**config.mk**
```make
export PLATFORM = sky130hd
export DESIGN_NAME = err_settle_qual
export DESIGN_NICKNAME = d
export VERILOG_FILES = /design/src/rtl/errq_pkg.sv /design/src/rtl/errq_regs.sv /design/src/rtl/errq_window.sv /design/src/rtl/errq_fsm.sv /design/src/rtl/err_settle_qual.sv
export SDC_FILE = /design/constraint.sdc
export NUM_CORES = 1
export LEC_CHECK = 0
export BUFFER_PORTS_ARGS = -buffer_cell sky130_fd_sc_hd__buf_2
export CAP_MARGIN = 0
export CORE_ASPECT_RATIO = 0.7
export CORE_UTILIZATION = 45
export DETAILED_ROUTE_END_ITERATION = 6
export GPL_TIMING_DRIVEN = 0
export PLACE_DENSITY = 0.71
export SLEW_MARGIN = 20
export SYNTH_ARGS = -nofsm -noshare
export SYNTH_HDL_FRONTEND = slang
export SYNTH_SLANG_ARGS = --single-unit
```
**constraint.sdc**
```tcl
create_clock -name clk -period 3.3 [get_ports clk]
set_input_delay 0.165 -clock clk [delete_from_list [all_inputs] [get_ports clk]]
set_output_delay 0.165 -clock clk [all_outputs]
set_load 0.005 [all_outputs]
```
**src/rtl/errq_pkg.sv**
```systemverilog
package errq_pkg;

    typedef enum logic [1:0] {
        QS_OFF  = 2'd0,
        QS_HUNT = 2'd1,
        QS_HELD = 2'd2
    } qual_state_e;

endpackage

```
**src/rtl/errq_regs.sv**
```systemverilog
module errq_regs #(
    parameter int RNG_W = 8,
    parameter int LIM_W = 8,
    localparam int CFG_W = 2 + RNG_W + LIM_W
) (
    input  logic             clk,
    input  logic             rst_n,
    input  logic             wr_en,
    input  logic [CFG_W-1:0] wr_data,
    output logic [CFG_W-1:0] rd_data,
    output logic             pol,
    output logic             en,
    output logic [RNG_W-1:0] rng,
    output logic [LIM_W-1:0] lim
);

    // field positions: polarity on top, then enable, range, limit at bottom
    localparam int POL_BIT = CFG_W - 1;
    localparam int EN_BIT  = CFG_W - 2;
    localparam int RNG_LSB = LIM_W;

    always_ff @(posedge clk) begin
        if (!rst_n) begin
            pol <= 1'b0;
            en  <= 1'b0;
            rng <= '1;
            lim <= '0;
        end else if (wr_en) begin
            pol <= wr_data[POL_BIT];
            en  <= wr_data[EN_BIT];
            rng <= wr_data[RNG_LSB +: RNG_W];
            lim <= wr_data[LIM_W-1:0];
        end
    end

    assign rd_data = {pol, en, rng, lim};

endmodule

```
**src/rtl/errq_window.sv**
```systemverilog
module errq_window #(
    parameter int ERR_W = 9,
    parameter int RNG_W = 8
) (
    input  logic [ERR_W-1:0] err_in,
    input  logic             invert,
    input  logic [RNG_W-1:0] rng,
    output logic             in_win
);

    localparam logic [ERR_W-1:0] MIN_CODE = {1'b1, {(ERR_W-1){1'b0}}};
    localparam logic [ERR_W-1:0] MAX_CODE = {1'b0, {(ERR_W-1){1'b1}}};
    localparam int PAD_W = ERR_W + 1 - RNG_W;

    logic [ERR_W-1:0] adj;
    logic [ERR_W:0]   wide;
    logic [ERR_W:0]   mag;
    logic [ERR_W:0]   lim_wide;

    // sign inversion, saturating the single code that has no positive twin
    always_comb begin
        if (invert) begin
            if (err_in == MIN_CODE) begin
                adj = MAX_CODE;
            end else begin
                adj = (~err_in) + 1'b1;
            end
        end else begin
            adj = err_in;
        end
    end

    // magnitude in one extra bit so that |min| is representable
    always_comb begin
        wide = {adj[ERR_W-1], adj};
        if (wide[ERR_W]) begin
            mag = (~wide) + 1'b1;
        end else begin
            mag = wide;
        end
    end

    generate
        if (PAD_W > 0) begin : g_pad
            assign lim_wide = {{PAD_W{1'b0}}, rng};
        end else begin : g_trunc
            assign lim_wide = rng[ERR_W:0];
        end
    endgenerate

    assign in_win = (mag <= lim_wide);

endmodule

```
**src/rtl/errq_fsm.sv**
```systemverilog
module errq_fsm
    import errq_pkg::*;
#(
    parameter int LIM_W = 8
) (
    input  logic             clk,
    input  logic             rst_n,
    input  logic             en,
    input  logic             smp_valid,
    input  logic             in_win,
    input  logic [LIM_W-1:0] lim,
    output logic             settled
);

    qual_state_e      st_q, st_n;
    logic [LIM_W-1:0] cnt_q, cnt_n;
    logic [LIM_W:0]   cnt_inc;
    logic             reached;

    assign cnt_inc = {1'b0, cnt_q} + 1'b1;
    assign reached = (cnt_inc >= {1'b0, lim});

    // state register
    always_ff @(posedge clk) begin
        if (!rst_n) begin
            st_q  <= QS_OFF;
            cnt_q <= '0;
        end else begin
            st_q  <= st_n;
            cnt_q <= cnt_n;
        end
    end

    // next state and counter
    always_comb begin
        st_n  = st_q;
        cnt_n = cnt_q;
        if (!en) begin
            st_n  = QS_OFF;
            cnt_n = '0;
        end else begin
            unique case (st_q)
                QS_OFF, QS_HUNT: begin
                    st_n = QS_HUNT;
                    if (smp_valid) begin
                        if (!in_win) begin
                            cnt_n = '0;
                        end else if (reached) begin
                            st_n  = QS_HELD;
                            cnt_n = '0;
                        end else begin
                            cnt_n = cnt_inc[LIM_W-1:0];
                        end
                    end
                end
                QS_HELD: begin
                    if (smp_valid) begin
                        if (in_win) begin
                            cnt_n = '0;
                        end else if (reached) begin
                            st_n  = QS_HUNT;
                            cnt_n = '0;
                        end else begin
                            cnt_n = cnt_inc[LIM_W-1:0];
                        end
                    end
                end
                default: begin
                    st_n  = QS_OFF;
                    cnt_n = '0;
                end
            endcase
        end
    end

    // outputs
    always_comb begin
        settled = (st_q == QS_HELD);
    end

endmodule

```
**src/rtl/err_settle_qual.sv**
```systemverilog
module err_settle_qual #(
    parameter int ERR_W = 9,
    parameter int RNG_W = 8,
    parameter int LIM_W = 8,
    localparam int CFG_W = 2 + RNG_W + LIM_W
) (
    input  logic             clk,
    input  logic             rst_n,
    input  logic             cfg_we,
    input  logic [CFG_W-1:0] cfg_wdata,
    output logic [CFG_W-1:0] cfg_rdata,
    input  logic             smp_valid,
    input  logic [ERR_W-1:0] smp_err,
    output logic             settled,
    output logic             ramp_inhibit
);

    logic             pol;
    logic             en;
    logic [RNG_W-1:0] rng;
    logic [LIM_W-1:0] lim;
    logic             win_ok;

    errq_regs #(.RNG_W(RNG_W), .LIM_W(LIM_W)) u_regs (
        .clk     (clk),
        .rst_n   (rst_n),
        .wr_en   (cfg_we),
        .wr_data (cfg_wdata),
        .rd_data (cfg_rdata),
        .pol     (pol),
        .en      (en),
        .rng     (rng),
        .lim     (lim)
    );

    errq_window #(.ERR_W(ERR_W), .RNG_W(RNG_W)) u_window (
        .err_in (smp_err),
        .invert (pol),
        .rng    (rng),
        .in_win (win_ok)
    );

    errq_fsm #(.LIM_W(LIM_W)) u_fsm (
        .clk       (clk),
        .rst_n     (rst_n),
        .en        (en),
        .smp_valid (smp_valid),
        .in_win    (win_ok),
        .lim       (lim),
        .settled   (settled)
    );

    assign ramp_inhibit = en;

endmodule

```
==> impl_metrics.tcl <==
set metrics [dict create \
    setup_ws_ns -0.0956 \
    leakage_nw 1.33 \
    ys.flop_type "dfxtp_1" \
    clk_latency_ns 0.28 \
    rows 20 \
    syn_inst 284 \
    synthArstFlopShare 0 \
    power_per_cell_area_nw_per_um2 319 \
    yosysSeqAreaShare 0.254 \
    layout-drive-gt1-share 0.316 \
    path_class "register to register" \
    dp.cells 397 \
    drv_cap 0 \
    routed_via_density 5.69 \
    violations "setup timing" \
    cp_slowest_stage_delay_ns 0.37 \
    p_clk_frac 0.289 \
    start_util 0.487 \
    hold_buffers 0 \
    timing.final.crit_share 1.03 \
    rsz0062_at_grt "yes" \
    nFillCells 391 \
    cts_sinks 28 \
    drv_slew 0 \
    ys_seq_elements 28 \
    cts-root-buf "clkbuf_8" \
    ir_drop_mv 0.188 \
    p_switching_uw 291 \
    yosysUniqueCellTypes 52 \
    yosysTopAreaCell "dfxtp_1" \
    p_int_uw 660 \
    area_growth_pct 35.3 \
    drtIter0Drc 246 \
    multiInputGateArea_um2 1670 \
    cts_tree "done" \
    routedWlPerCell_um 15.2 \
    drc 0 \
    core_um2 4530 \
    p_comb_frac 0.329 \
    syn_nets 334 \
    portBuffers 47 \
    synth_top_area_share 0.254 \
    post-route-min-period_ns 3.40 \
    cp-start-kind "register" \
    cts_buffers 3 \
    postRouteAntennaNets 0 \
    fin_skew_ns 0.00304 \
    h-tree-depth 1 \
    grtUsageTotal 0.248 \
    slowest_stage "dfxtp_4" \
    critPathMaxFanout 6 \
    swShare 0.306 \
    hold_ws_ns 0.0957 \
    timing.slew.headroom 0.573 \
    dr.pass1.iters 4 \
    postPlaceCellArea_um2 2600 \
    place_congestion 0.915 \
    grt_pass1_vias 2014 \
    sequentialPowerShare 0.382 \
    final_cell_mix "buf_2 (47), dfxtp_1 (27), nand2_1 (25)" \
    clk_path_buf_depth 2 \
    worstPathRequired_ns 3.47 \
    hpwlAfterDp_um 4520 \
    final_common_cell "buf_2" \
    worstPathCellList "buf_4 > nand3b_1 > o21ai_4 > nor2_2 > a2111oi_4 > buf_4 > o21ai_1 > o21ai_0 > o21a_1 > o21a_1 > ha_1 > a21oi_2 > a21oi_2 > o22ai_2 > o21ai_4 > mux2_4 > a31oi_1 > mux2i_1" \
    syn_area_per_cell_um2 7.77 \
    routed_wl_um 6320 \
    hold_path_class "input port to register" \
    grt_pass1_wl_um 9800 \
    cp-end-kind "register" \
    max_freq_mhz 294 \
    clk_pin_slew_ns 0.10 \
    fin_cells 417 \
    vias 2372 \
    antenna_found_initial 0 \
    gr-total-overflow 0 \
    setup_viol 7 \
    layout.nets 402 \
    final_cell_area_um2 2990 \
    worst_pin_slew_ns 0.641 \
    ys.warnings.count 0 \
    die_h_um 60.6 \
    synth_area_leaders "dfxtp_1 (25%), ha_1 (11%), mux2i_1 (6.3%)" \
    final-seq-area_um2 564 \
    status "complete, but fails checks" \
    syn_area_um2 2210 \
    die_w_um 85.7 \
    crit_arrival_ns 3.57 \
    fp.dieArea_um2 5190 \
    num_antenna_cells 0 \
    grt_max_degree 17 \
    io_pins 51 \
    synth_edf_count 0 \
    hold_viol 0 \
]
==> worst max-delay path: cells and delay by family (launching register included) <==
| kind | cells | cell delay, ns |
|---|---|---|
| AO/OA/AOI/OAI | 11 | 1.63 |
| adder cells (fa/ha/maj) | 1 | 0.27 |
| buffers and inverters | 2 | 0.34 |
| flip-flops | 1 | 0.37 |
| multiplexers | 2 | 0.45 |
| AND/OR/NAND/NOR | 2 | 0.20 |
==> kinds of logic after synthesis <==
| logic type | count (synthesis) | synth area share |
|---|---|---|
| buffers and inverters | 37 | 0.0680 |
| flip-flops | 28 | 0.254 |
| XOR/XNOR | 7 | 0.0278 |
| AO/OA/AOI/OAI | 77 | 0.240 |
| adder cells (fa/ha/maj) | 19 | 0.108 |
| multiplexers | 15 | 0.0703 |
| AND/OR/NAND/NOR | 101 | 0.232 |
==> cells in the mapped netlist, drive strengths merged (2+ instances only) <==
master	count
o22ai	2
a211oi	4
o21ai	17
nand4	2
or3	3
clkbuf	8
buf	6
a32o	5
o211ai	13
a31oi	7
nand3	9
inv	22
nand2b	3
a21oi	13
o21a	3
or2	3
nor2	23
ha	19
and3	4
mux2i	14
nor3	3
o31ai	4
nor3b	2
dfxtp	28
nor2b	16
xnor2	6
nand3b	2
nand2	26
==> area by class of cell <==
cell class                      count  share of cell area
Inverter                           23              0.0390
Clock buffer                        3              0.0138
Timing Repair Buffer               62               0.124
Tap cell                           66              0.0277
Sequential cell                    28               0.189
Multi-Input combinational cell    220               0.558
Buffer                             14              0.0390
Clock inverter                      1              0.0101
==> metrics by stage <==
step / utilization / worst slack, ns / setup TNS (ns) / power [mW]
floorplan: - / -0.0278 / -0.133 / 0.541
global placement: 0.575 / -0.582 / -4.82 / 0.615
detailed placement: 0.575 / -0.666 / -5.46 / 0.619
CTS: 0.633 / -0.0475 / -0.0551 / 0.927
global route: 0.659 / -0.150 / -0.916 / 0.996
finish: 0.659 / -0.0956 / -0.448 / 0.951
==> routing by layer <==
layer  up-vias  track usage  routed length (um)  share of wire
met5         -            0                   0              0
met4         0       0.0286                  28         0.0044
met3         6       0.0558                 678           0.11
met2       124        0.368                2490           0.39
met1      1081        0.377                3120           0.49
li1       1161            -                   -              -
==> worst paths after layout <==
kind | from | end | slack (ns) | cells after the start
worst max-delay path | u_regs.pol$_SDFFE_PN0P_ | u_fsm.cnt_q[2]$_SDFFE_PN0P_ | -0.1 | 18
worst min-delay path | cfg_wdata[9] | u_regs.rng[1]$_SDFFE_PN1P_ | 0.1 | 3
worst max register to register | u_regs.pol$_SDFFE_PN0P_ | u_fsm.cnt_q[2]$_SDFFE_PN0P_ | -0.1 | 18
worst min register to register | u_fsm.cnt_q[6]$_SDFFE_PN0P_ | u_fsm.cnt_q[6]$_SDFFE_PN0P_ | 0.50 | 2
==> sequential cells by signal, indices dropped and copies added, names as in the netlist <==
name and flops:
u_regs.pol 1, u_regs.en 1, u_fsm.st_q 2, u_fsm.cnt_q 8, u_regs.lim 8, u_regs.rng 8
==> what timing repair did <==
action / in CTS / in global routing
resized for setup: 20 / 22
pin swaps: 11 / 13
buffers inserted: 11 / 4
endpoints found under the setup margin: 9 / 10
gates cloned: 1 / 0
==> power by group through the flow <==
stage	combinational, mW	sequential [mW]	clock (mW)
final	0.313	0.363	0.275
after floorplan	0.170	0.372	0
after CTS	0.286	0.363	0.278
after detailed placement	0.247	0.372	0
after global routing	0.337	0.365	0.294
after global placement	0.244	0.372	0
Power figures use the tool's default switching activity.
